`config.mk`:
```
export PLATFORM = sky130hd
export DESIGN_NAME = sram_share_arb
export DESIGN_NICKNAME = d
export VERILOG_FILES = /design/src/rtl/sram_arb_pkg.sv /design/src/rtl/cpu_stall_ctl.sv /design/src/rtl/sram_slot_mux.sv /design/src/rtl/vid_capture.sv /design/src/rtl/sram_share_arb.sv
export SDC_FILE = /design/constraint.sdc
export NUM_CORES = 1
export LEC_CHECK = 0
export ABC_AREA = 1
export BUFFER_PORTS_ARGS = -buffer_cell sky130_fd_sc_hd__buf_2
export CORE_MARGIN = 4
export CORE_UTILIZATION = 29
export DETAILED_ROUTE_END_ITERATION = 6
export PLACE_DENSITY = 0.9
export SETUP_SLACK_MARGIN = 0.3
export SLEW_MARGIN = 20
export SYNTH_ARGS = -nofsm -noshare
export SYNTH_HDL_FRONTEND = slang
export SYNTH_SLANG_ARGS = --single-unit
```
`constraint.sdc`:
```
create_clock -name clk -period 0.85 [get_ports clk]
set_input_delay 0.0425 -clock clk [delete_from_list [all_inputs] [get_ports clk]]
set_output_delay 0.0425 -clock clk [all_outputs]
set_load 0.005 [all_outputs]
```
`src/rtl/sram_arb_pkg.sv`:
```
package sram_arb_pkg;

    localparam int unsigned DEF_ADDR_W = 19;
    localparam int unsigned DEF_DATA_W = 8;
    localparam int unsigned DEF_NSEL   = 2;

    typedef enum logic {
        OWNER_CPU = 1'b0,
        OWNER_VID = 1'b1
    } slot_owner_e;

    typedef enum logic {
        ST_RUN  = 1'b0,
        ST_HOLD = 1'b1
    } stall_state_e;

    typedef struct packed {
        logic ce_n;
        logic oe_n;
        logic we_n;
    } mem_strobe_t;

    // The CPU keeps the high half unless a stall hands it to video.
    function automatic slot_owner_e pick_owner(input logic phase, input logic hold);
        return (phase && !hold) ? OWNER_CPU : OWNER_VID;
    endfunction

    function automatic mem_strobe_t make_strobes(input logic rst,
                                                 input slot_owner_e owner,
                                                 input logic rw_n);
        mem_strobe_t s;
        s.ce_n = rst;
        s.oe_n = rst || !((owner == OWNER_VID) || rw_n);
        s.we_n = rst || !((owner == OWNER_CPU) && !rw_n);
        return s;
    endfunction

endpackage

```
`src/rtl/cpu_stall_ctl.sv`:
```
module cpu_stall_ctl
    import sram_arb_pkg::*;
(
    input  logic clk,
    input  logic rst,
    input  logic phase_i,
    input  logic cpu_rw_n,
    input  logic vid_burst,
    output logic hold,
    output logic ready
);

    stall_state_e state_q;
    logic         phase_q;
    logic         read_start;

    // A bus cycle starts when the phase clock rises; stall only on reads.
    assign read_start = phase_i && !phase_q && cpu_rw_n;

    always_ff @(posedge clk) begin
        if (rst) begin
            state_q <= ST_RUN;
            phase_q <= 1'b0;
        end else begin
            phase_q <= phase_i;
            unique case (state_q)
                ST_RUN:  if (read_start && vid_burst) state_q <= ST_HOLD;
                ST_HOLD: if (!vid_burst)              state_q <= ST_RUN;
                default:                              state_q <= ST_RUN;
            endcase
        end
    end

    assign hold  = (state_q == ST_HOLD);
    assign ready = (state_q == ST_RUN);

endmodule

```
`src/rtl/sram_slot_mux.sv`:
```
module sram_slot_mux
    import sram_arb_pkg::*;
#(
    parameter int unsigned AW   = DEF_ADDR_W,
    parameter int unsigned DW   = DEF_DATA_W,
    parameter int unsigned NSEL = DEF_NSEL
) (
    input  logic            rst,
    input  logic            phase_i,
    input  logic            hold,
    input  logic [AW-1:0]   cpu_addr,
    input  logic            cpu_rw_n,
    input  logic [DW-1:0]   cpu_dout,
    input  logic [NSEL-1:0] periph_sel_n,
    input  logic [AW-1:0]   vid_addr,
    input  logic [DW-1:0]   mem_rdata,
    output logic [AW-1:0]   mem_addr,
    output logic [DW-1:0]   mem_wdata,
    output logic            mem_wdata_oe,
    output logic [DW-1:0]   cpu_din,
    output logic            cpu_din_oe,
    output mem_strobe_t     strobes,
    output logic            vid_slot
);

    slot_owner_e owner;
    logic        cpu_slot;
    logic        no_periph;

    assign owner     = pick_owner(phase_i, hold);
    assign cpu_slot  = (owner == OWNER_CPU);
    assign vid_slot  = (owner == OWNER_VID);
    assign no_periph = &periph_sel_n;

    always_comb begin
        mem_addr     = cpu_slot ? cpu_addr : vid_addr;
        mem_wdata    = cpu_dout;
        cpu_din      = mem_rdata;
        mem_wdata_oe = cpu_slot && !cpu_rw_n && !rst;
        cpu_din_oe   = cpu_slot && cpu_rw_n && !rst && no_periph;
        strobes      = make_strobes(rst, owner, cpu_rw_n);
    end

endmodule

```
`src/rtl/vid_capture.sv`:
```
module vid_capture
    import sram_arb_pkg::*;
#(
    parameter int unsigned DW = DEF_DATA_W
) (
    input  logic          clk,
    input  logic          rst,
    input  logic          vid_slot,
    input  logic          vid_blank,
    input  logic [DW-1:0] mem_rdata,
    output logic [DW-1:0] vid_data
);

    logic blank_q;

    always_ff @(posedge clk) begin
        if (rst) begin
            blank_q  <= 1'b1;
            vid_data <= '0;
        end else begin
            blank_q  <= vid_blank;
            vid_data <= (vid_slot && !blank_q) ? mem_rdata : '0;
        end
    end

endmodule

```
`src/rtl/sram_share_arb.sv`:
```
module sram_share_arb
    import sram_arb_pkg::*;
#(
    parameter int unsigned AW   = DEF_ADDR_W,
    parameter int unsigned DW   = DEF_DATA_W,
    parameter int unsigned NSEL = DEF_NSEL
) (
    input  logic            clk,
    input  logic            rst,
    input  logic            phase_i,
    input  logic [AW-1:0]   cpu_addr,
    input  logic            cpu_rw_n,
    input  logic [DW-1:0]   cpu_dout,
    output logic [DW-1:0]   cpu_din,
    output logic            cpu_din_oe,
    input  logic [NSEL-1:0] periph_sel_n,
    output logic            ready,
    input  logic [AW-1:0]   vid_addr,
    input  logic            vid_blank,
    input  logic            vid_burst,
    output logic [DW-1:0]   vid_data,
    output logic [AW-1:0]   mem_addr,
    output logic [DW-1:0]   mem_wdata,
    output logic            mem_wdata_oe,
    input  logic [DW-1:0]   mem_rdata,
    output logic            mem_ce_n,
    output logic            mem_oe_n,
    output logic            mem_we_n
);

    logic        hold;
    logic        vid_slot;
    mem_strobe_t strobes;

    cpu_stall_ctl u_stall (
        .clk       (clk),
        .rst       (rst),
        .phase_i   (phase_i),
        .cpu_rw_n  (cpu_rw_n),
        .vid_burst (vid_burst),
        .hold      (hold),
        .ready     (ready)
    );

    sram_slot_mux #(.AW(AW), .DW(DW), .NSEL(NSEL)) u_mux (
        .rst          (rst),
        .phase_i      (phase_i),
        .hold         (hold),
        .cpu_addr     (cpu_addr),
        .cpu_rw_n     (cpu_rw_n),
        .cpu_dout     (cpu_dout),
        .periph_sel_n (periph_sel_n),
        .vid_addr     (vid_addr),
        .mem_rdata    (mem_rdata),
        .mem_addr     (mem_addr),
        .mem_wdata    (mem_wdata),
        .mem_wdata_oe (mem_wdata_oe),
        .cpu_din      (cpu_din),
        .cpu_din_oe   (cpu_din_oe),
        .strobes      (strobes),
        .vid_slot     (vid_slot)
    );

    vid_capture #(.DW(DW)) u_cap (
        .clk       (clk),
        .rst       (rst),
        .vid_slot  (vid_slot),
        .vid_blank (vid_blank),
        .mem_rdata (mem_rdata),
        .vid_data  (vid_data)
    );

    assign mem_ce_n = strobes.ce_n;
    assign mem_oe_n = strobes.oe_n;
    assign mem_we_n = strobes.we_n;

endmodule

```
==> metrics.cfg, run 1 <==
[power]
peakVddDrop_mv=1.08
p_leak_nw=0.839
powerDensity_mw_per_mm2=1060
power.total_mw=1.37

[timing]
setup_viol=33
relSlewSlack_pct=84.0
final_hold_viol_count=2
setup_slack_ns=-0.307
max_clock_freq_mhz=864
finalCriticalPeriod_ns=1.16
rsz0062_at_grt=yes
worst_pin_slew_ns=0.239
finClkSkew_ns=0.00562
final_max_slew_viol_count=0
hold_slack_ns=-0.0330
timing.final.crit_share_pct=136

[finish]
nNetsFinal=274
final_layout_size_suffix_gt1_share_pct=60.2
layout_commonest_cell=buf_2
n_antenna_cell=0
mostFrequentLayoutCells=buf_2, nand2_1, inv_1
fin_cells=241
area_delta_synth_final_pct=74.5

[synth]
syn_area_um2=744
avgSynthCellArea_um2=6.00
ys_seq_area_share_pct=29.6
synth-seq-cells=11
yosys_warnings=0
netlist-cell-type-count=14
syn_nets=186
synth_cells=124

[routing]
post-route-drc-count=0
drtAntennaViolNets=0
dr.pass1.iters=4
vias_per_cell=4.11
vias=990
routed_wl_um=2300
routedWlPerCell_um=9.56
drt_iter0_markers=22

[floorplanning]
die_w_um=58.7
start_util_pct=30.3
num_rows=18
design.die.area_mm2=0.00344
fp.dieH_um=58.7
core_area_mm2=0.00245
boundaryPins=111

[setup_path]
path_class=reg2out
r2r_start=u_stall.hold
worstSetupStartpoint=u_stall.hold
path_max_fanout=8
crit_arrival_ns=1.11
critPathLaunchType=register
worstSetupEndpointType=output pin
crit_required_ns=0.81

[placement]
routabilityCongestion=0.654
port_buffers=94
dp_worst_setup_slack_ns=-0.123
hpwlAfterDp_um=1890
placedCellCount=231

[status]
failed_checks=negative hold slack, negative setup slack
status=finished, violations left

[global_route]
track_usage_pct=12.0
gr-total-overflow=0
antenna_found_initial=0
grt_max_degree=20
grt_pass1_vias=806
grt_first_pass_wirelength_um=3290

[flow_run]
cap_viol_max_count=0

[cts]
numCtsBuffers=3
cts-root-buf=clkbuf_4
cts_buffer_depth=2
cts_tree=done
clock-sinks=11
clk_pin_slew_ns=0.07
worstSkewPairLatency_ns=0.26
h-tree-depth=1

[min_path]
worstHoldStart=vid_blank
hold_path.class=in2reg

worst max-delay path: stages, from the launching register on:
cell and delay, ns:
dfxtp_2 0.33, inv_4 0.07, nand2_8 0.09, buf_12 0.14, nand2_1 0.05, nand2_1 0.05, buf_2 0.12
power by group:
group          internal, mW  switching, mW
registers             0.529        0.00448
logic                 0.271          0.231
clock network         0.181          0.157
total                 0.981          0.392
synthesized netlist by cell type:
master,n,share of area [%]
nand2_4,1,1.5
buf_4,18,18
inv_6,1,1.2
nand2_1,61,31
buf_6,1,1.5
a21oi_1,1,0.67
inv_1,12,6.0
dfxtp_1,11,30
buf_2,1,0.67
nor2_1,12,6.0
or2_2,1,0.84
nand3_1,2,1.3
inv_2,1,0.50
o21ai_2,1,1.2
sequential cells by signal (all words and copies together), names as in the netlist:
register	cells
u_stall.phase_q	1
u_cap.blank_q	1
u_cap.vid_data	8
u_stall.hold	1
final timing paths:
| kind | endpoint | slack, ns | cells after the start |
|---|---|---|---|
| worst min register to register | u_stall.hold | 0.50 | 3 |
| worst max register to register | u_cap.vid_data[5] | -0.11 | 6 |
| worst max-delay path | mem_addr[14] | -0.31 | 6 |
| worst min-delay path | u_cap.blank_q | -0.03 | 2 |
per-stage QoR:
step	area, um2	util [%]	TNS (ns)	hold slack [ns]
after floorplan	747	-	0	0.125
after global placement	1120	45.8	-1.96	0.0850
after detailed placement	1120	45.8	-2.23	0.0850
after CTS	1250	51.0	-7.88	-0.0374
after global routing	1300	52.9	-9.78	-0.0447
final	1300	52.9	-7.78	-0.0330
what timing repair did:
| action | in CTS | in global routing |
|---|---|---|
| endpoints found under the setup margin | 41 | 41 |
| hold endpoints to repair | 3 | 4 |
| pin swaps | 2 | 2 |
| buffers inserted | 5 | 1 |
| resized for setup | 12 | 15 |
per-layer routing:
layer	track usage (%)	share of wire [%]	vias to the layer above
met4	1.94	0.35	0
met2	21.2	52	50
li1	-	-	516
met3	3.07	11	2
met5	0	0	-
met1	14.7	37	422
final cells by class:
type / count / area (um2)
flip-flops and latches: 11 / 223
inverters: 14 / 62.6
fillers: 260 / 1160
repair buffers: 103 / 576
clock buffers: 4 / 26.3
well taps: 30 / 37.5
multi-input cells: 79 / 374
kinds of logic after synthesis:
| group | Yosys count | synth area share, % |
|---|---|---|
| buf+inv | 34 | 28.1 |
| simple gates | 77 | 40.5 |
| flops | 11 | 29.6 |
| compound gates | 2 | 1.85 |
Power figures use the tool's default switching activity.
==> run 2: changes to the inputs <==
==> constraint.sdc (replaced) <==
create_clock -name clk -period 1.1 [get_ports clk]
set_input_delay 0.055 -clock clk [delete_from_list [all_inputs] [get_ports clk]]
set_output_delay 0.055 -clock clk [all_outputs]
set_load 0.005 [all_outputs]
==> run 2 against run 1 <==
The run still ends with negative hold slack, negative setup slack left; clock-buffer cell count unchanged; sequential cell count unchanged; core utilization shrank 2.5 points; sequential power decreased by 23%; setup slack better by 0.24 ns; register-to-register slack better by 0.38 ns; design area shrank 4.8%; sequential share of layout area is 0.77 points higher; clock skew shrank 0.0038 ns; global-route usage up 1.5 points; clock power fell by 23%; critical endpoint is now mem_addr[12].
==> metrics.cfg, run 2 (same netlist as run 1, synthesis figures left out) <==
[status]
status=finished, violations left
failed_checks=negative hold slack, negative setup slack

[setup_path]
ff2ff_path_depth=4
reg2reg_slack_ns=0.27
critPathLaunchType=register
path_class=reg2out
r2r_start=u_stall.hold
crit_arrival_ns=1.11
worstSetupEndpointType=output pin
path_max_fanout=9
crit_required_ns=1.04
r2r_end=u_cap.vid_data[6]

[floorplanning]
start_util_pct=30.3
die_w_um=58.7
num_rows=18
core_area_mm2=0.00245
design.die.area_mm2=0.00344
boundaryPins=111
fp.dieH_um=58.7

[min_path]
min_to=u_cap.blank_q
hold_path.class=in2reg
worstHoldStart=vid_blank
whs_path_depth=2

[global_route]
grt_max_degree=20
gr-total-overflow=0
antenna_found_initial=0
track_usage_pct=13.5
grt_pass1_vias=887
grt_first_pass_wirelength_um=3610

[power]
power.total_mw=1.03
peakVddDrop_mv=0.612
p_leak_nw=0.812
powerDensity_mw_per_mm2=831

[timing]
setup_slack_ns=-0.0675
max_clock_freq_mhz=857
worst_pin_slew_ns=0.230
finalCriticalPeriod_ns=1.17
final_max_slew_viol_count=0
hold_slack_ns=-0.0236
finClkSkew_ns=0.00183
timing.final.crit_share_pct=106
rsz0062_at_grt=yes
relSlewSlack_pct=84.6
setup_viol=22
final_hold_viol_count=1

[routing]
post-route-drc-count=0
drt_iter0_markers=27
routedWlPerCell_um=10.2
drtAntennaViolNets=0
vias_per_cell=4.16
dr.pass1.iters=4
vias=986
routed_wl_um=2430

[finish]
final_layout_size_suffix_gt1_share_pct=54.1
mostFrequentLayoutCells=buf_2, nand2_1, inv_1
area_delta_synth_final_pct=66.1
nNetsFinal=270
n_antenna_cell=0
layout_commonest_cell=buf_2
multi_input_comb_area_um2=374
regMostFlops=u_cap.vid_data
largest_reg_flops=8
fin_cells=237
fillers=261
final_core_util_pct=50.4
regArea_um2=221

[placement]
routabilityCongestion=0.657
dp_worst_setup_slack_ns=0.0238
hpwlAfterDp_um=1890
port_buffers=94
placedCellCount=228

[cts]
cts_buffer_depth=2
numCtsBuffers=3
clock-sinks=11
worstSkewPairLatency_ns=0.26
cts-root-buf=clkbuf_4
cts_tree=done
h-tree-depth=1
clk_pin_slew_ns=0.06

[flow_run]
cap_viol_max_count=0

## run 2: cell count changes in the layout (fill, tap and decap cells not counted), sizes merged
cell and delta:
buf -8, nand2 +2, dlygate4sd3 +1, inv +1
## run 2: routing by layer
layer,part of all wire [%],global-route usage (%)
met5,0,0
met4,0.41,3.88
met3,14,4.17
met2,50,24.9
met1,36,14.6
## run 2: worst max path at each step
stage / slack (ns) / endpoint / startpoint / depth (start not counted)
2_1_floorplan: 0.30 / mem_addr[10] / u_stall.hold / 6
3_3_place_gp: 0.07 / u_cap.vid_data[7] / u_stall.hold / 4
3_5_place_dp: 0.02 / u_cap.vid_data[6] / u_stall.hold / 4
4_1_cts: -0.08 / mem_addr[11] / u_stall.hold / 6
5_1_grt: -0.15 / mem_addr[15] / u_stall.hold / 6
6_report: -0.07 / mem_addr[12] / u_stall.hold / 6
## run 2: worst max-delay path: stages, from the launching register on
cell,delay [ns]
dfxtp_2,0.34
inv_6,0.10
nand2_8,0.10
inv_6,0.11
nand2_1,0.05
nand2_1,0.05
buf_2,0.10
## run 2: stage by stage
stage                     TNS [ns]  instance area (um2)
after floorplan                  0                  747
after global placement           0                 1100
after detailed placement         0                 1100
after CTS                    -1.37                 1210
after global routing         -2.89                 1240
final                        -1.09                 1240
## run 2: power breakdown
part           switching, mW  internal [mW]  leakage (nW)  total (mW)
Clock                  0.119          0.140        0.0150       0.258
Combinational          0.176          0.181         0.707       0.357
Sequential           0.00355          0.409        0.0901       0.412
## run 2: final cells by class
type	instances	share of cell area, %
clock buffer	4	2.13
inverter	14	5.67
tap	30	3.04
multi-input combinational	81	30.3
sequential	11	17.9
timing repair buffer	96	40.3
timing repair inverter	1	0.708
## run 2: timing repair
action / in CTS / in global routing
setup endpoints to repair: 32 / 34
resized for setup: 12 / 3
pin swaps: 1 / 0
endpoints found under the hold margin: 1 / 1
setup buffers: 1 / 0
hold buffers: 1 / 1
cloned: 2 / 1
==> run 3: changes to the inputs <==
--- a/config.mk
+++ b/config.mk
@@ -11,7 +11,7 @@
 export CORE_UTILIZATION = 29
 export DETAILED_ROUTE_END_ITERATION = 6
 export PLACE_DENSITY = 0.9
-export SETUP_SLACK_MARGIN = 0.3
+export SETUP_SLACK_MARGIN = 0.2
 export SLEW_MARGIN = 20
 export SYNTH_ARGS = -nofsm -noshare
 export SYNTH_HDL_FRONTEND = slang
==> run 3 against run 2 <==
The flow finishes with violations (negative setup slack); core utilization increased by 2.3 points; routed wire length decreased by 1.9%; power is 2.5% higher; largest power group unchanged.
==> metrics.cfg, run 3 (same netlist as run 1, synthesis figures left out) <==
[status]
failed_checks=negative setup slack
status=finished, violations left

[setup_path]
path_max_fanout=8
crit_family=buffers and inverters
crit_slowest_cell=dfxtp_2
crit_arrival_ns=1.12
ff2ff_path_depth=6
cp_slowest_stage_delay_ns=0.33
worstSetupEndpointType=output pin
path_depth=6
path_buf_inv=3
critPathLaunchType=register
path_class=reg2out
cp_cell_sequence=inv_4, nand2_8, buf_6, nand2_2, nand2_1, buf_2
crit_required_ns=1.04

[routing]
drt_iter0_markers=28
dr.pass1.iters=4
routedWlPerCell_um=9.96
vias_per_cell=4.09
post-route-drc-count=0
routed_wl_um=2380
vias=977
drtAntennaViolNets=0

[global_route]
grt_first_pass_wirelength_um=3510
track_usage_pct=12.8
gr-total-overflow=0
grt_max_degree=20
grt_pass1_vias=884
antenna_found_initial=0

[finish]
regMostFlops=u_cap.vid_data
n_antenna_cell=0
fillers=270
layout_commonest_cell=buf_2
design_area_mm2=0.00129
mostFrequentLayoutCells=buf_2, nand2_1, nand2_2, inv_1, dfxtp_1
nNetsFinal=272
largest_reg_flops=8
final_core_util_pct=52.7
area_delta_synth_final_pct=73.6
final_layout_size_suffix_gt1_share_pct=60.8

[timing]
final_hold_viol_count=0
rsz0062_at_grt=yes
relSlewSlack_pct=76.7
finalCriticalPeriod_ns=1.17
setup_viol=23
final_max_slew_viol_count=0
setup_slack_ns=-0.0746
max_clock_freq_mhz=851
timing.final.crit_share_pct=107
finClkSkew_ns=0.00429
worst_pin_slew_ns=0.349

[floorplanning]
design.die.area_mm2=0.00344
die_w_um=58.7
boundaryPins=111
start_util_pct=30.3
core_area_mm2=0.00245
num_rows=18
fp.dieH_um=58.7

[placement]
routabilityCongestion=0.623
placed_area_mm2=0.00111
port_buffers=94
hpwlAfterDp_um=1810

[power]
peakVddDrop_mv=0.774
powerDensity_mw_per_mm2=815
p_leak_nw=0.825

[min_path]
hold_path.class=in2reg
whs_path_depth=3

[cts]
clock-sinks=11
cts-root-buf=clkbuf_4
clk_pin_slew_ns=0.07
numCtsBuffers=3
cts_buffer_depth=2
cts_tree=done
h-tree-depth=1
worstSkewPairLatency_ns=0.26

[flow_run]
cap_viol_max_count=0

run 3: cell types whose count changed in the layout (fill, tap and decap cells not counted):
| cell | previous run | this run |
|---|---|---|
| nand2_2 | 1 | 12 |
| a21oi_2 | 1 | 0 |
| nor2_4 | 0 | 3 |
| inv_8 | 0 | 1 |
| inv_12 | 1 | 0 |
| buf_6 | 2 | 5 |
| nor2_1 | 10 | 7 |
| nand2_4 | 2 | 0 |
| a21oi_1 | 0 | 1 |
| buf_4 | 0 | 2 |
| inv_4 | 0 | 1 |
| nand2_1 | 59 | 48 |
| inv_6 | 2 | 0 |
run 3: where the power goes:
| part | switching (mW) | internal, mW |
|---|---|---|
| Combinational | 0.184 | 0.201 |
| Sequential | 0.00301 | 0.409 |
| Clock | 0.117 | 0.140 |
run 3: metrics by stage:
step / setup slack, ns / total power [mW] / TNS, ns / hold WS (ns) / instances
after floorplan: 0.293 / 0.599 / 0 / 0.138 / 124
after global placement: 0.131 / 0.739 / 0 / 0.110 / 229
after detailed placement: 0.0929 / 0.742 / 0 / 0.110 / 229
after CTS: -0.0696 / 1.05 / -1.30 / 0.00374 / 239
after global routing: -0.150 / 1.14 / -2.92 / 0.000253 / 239
final: -0.0746 / 1.05 / -1.16 / 0.0109 / 239
run 3: path summary, 6_finish.rpt:
path | start | end | slack, ns
max reg2reg | u_stall.hold | u_cap.vid_data[6] | 0.09
min reg2reg | u_stall.phase_q | u_stall.hold | 0.51
max | u_stall.hold | mem_addr[3] | -0.07
min | mem_rdata[5] | u_cap.vid_data[5] | 0.01
run 3: cell type report:
cell class	count	area (um2)	area share (%)
multi-input cells	79	398	30.8
clock buffers	4	26.3	2.03
inverters	14	62.6	4.84
flip-flops and latches	11	221	17.1
well taps	30	37.5	2.90
repair buffers	101	547	42.3
run 3: per-layer routing:
| metal | vias to the layer above | routed length [um] | track usage [%] |
|---|---|---|---|
| met5 | - | 0 | 0 |
| met4 | 0 | 19 | 2.91 |
| met3 | 2 | 182 | 3.73 |
| met2 | 34 | 1340 | 24.2 |
| met1 | 426 | 841 | 13.8 |
| li1 | 515 | - | - |
run 3: worst register-to-register path, stage by stage, from the launching register on:
cell,delay [ns]
dfxtp_2,0.33
inv_4,0.08
nand2_8,0.09
buf_6,0.15
buf_6,0.12
nand2_8,0.10
nor2_1,0.05
run 3: repair_timing:
item	4_1_cts	5_1_grt
endpoints found under the hold margin	1	0
setup endpoints to repair	31	32
pin swaps	8	7
hold buffers	1	0
buffers inserted	4	0
resized for setup	17	17
cloned	1	0
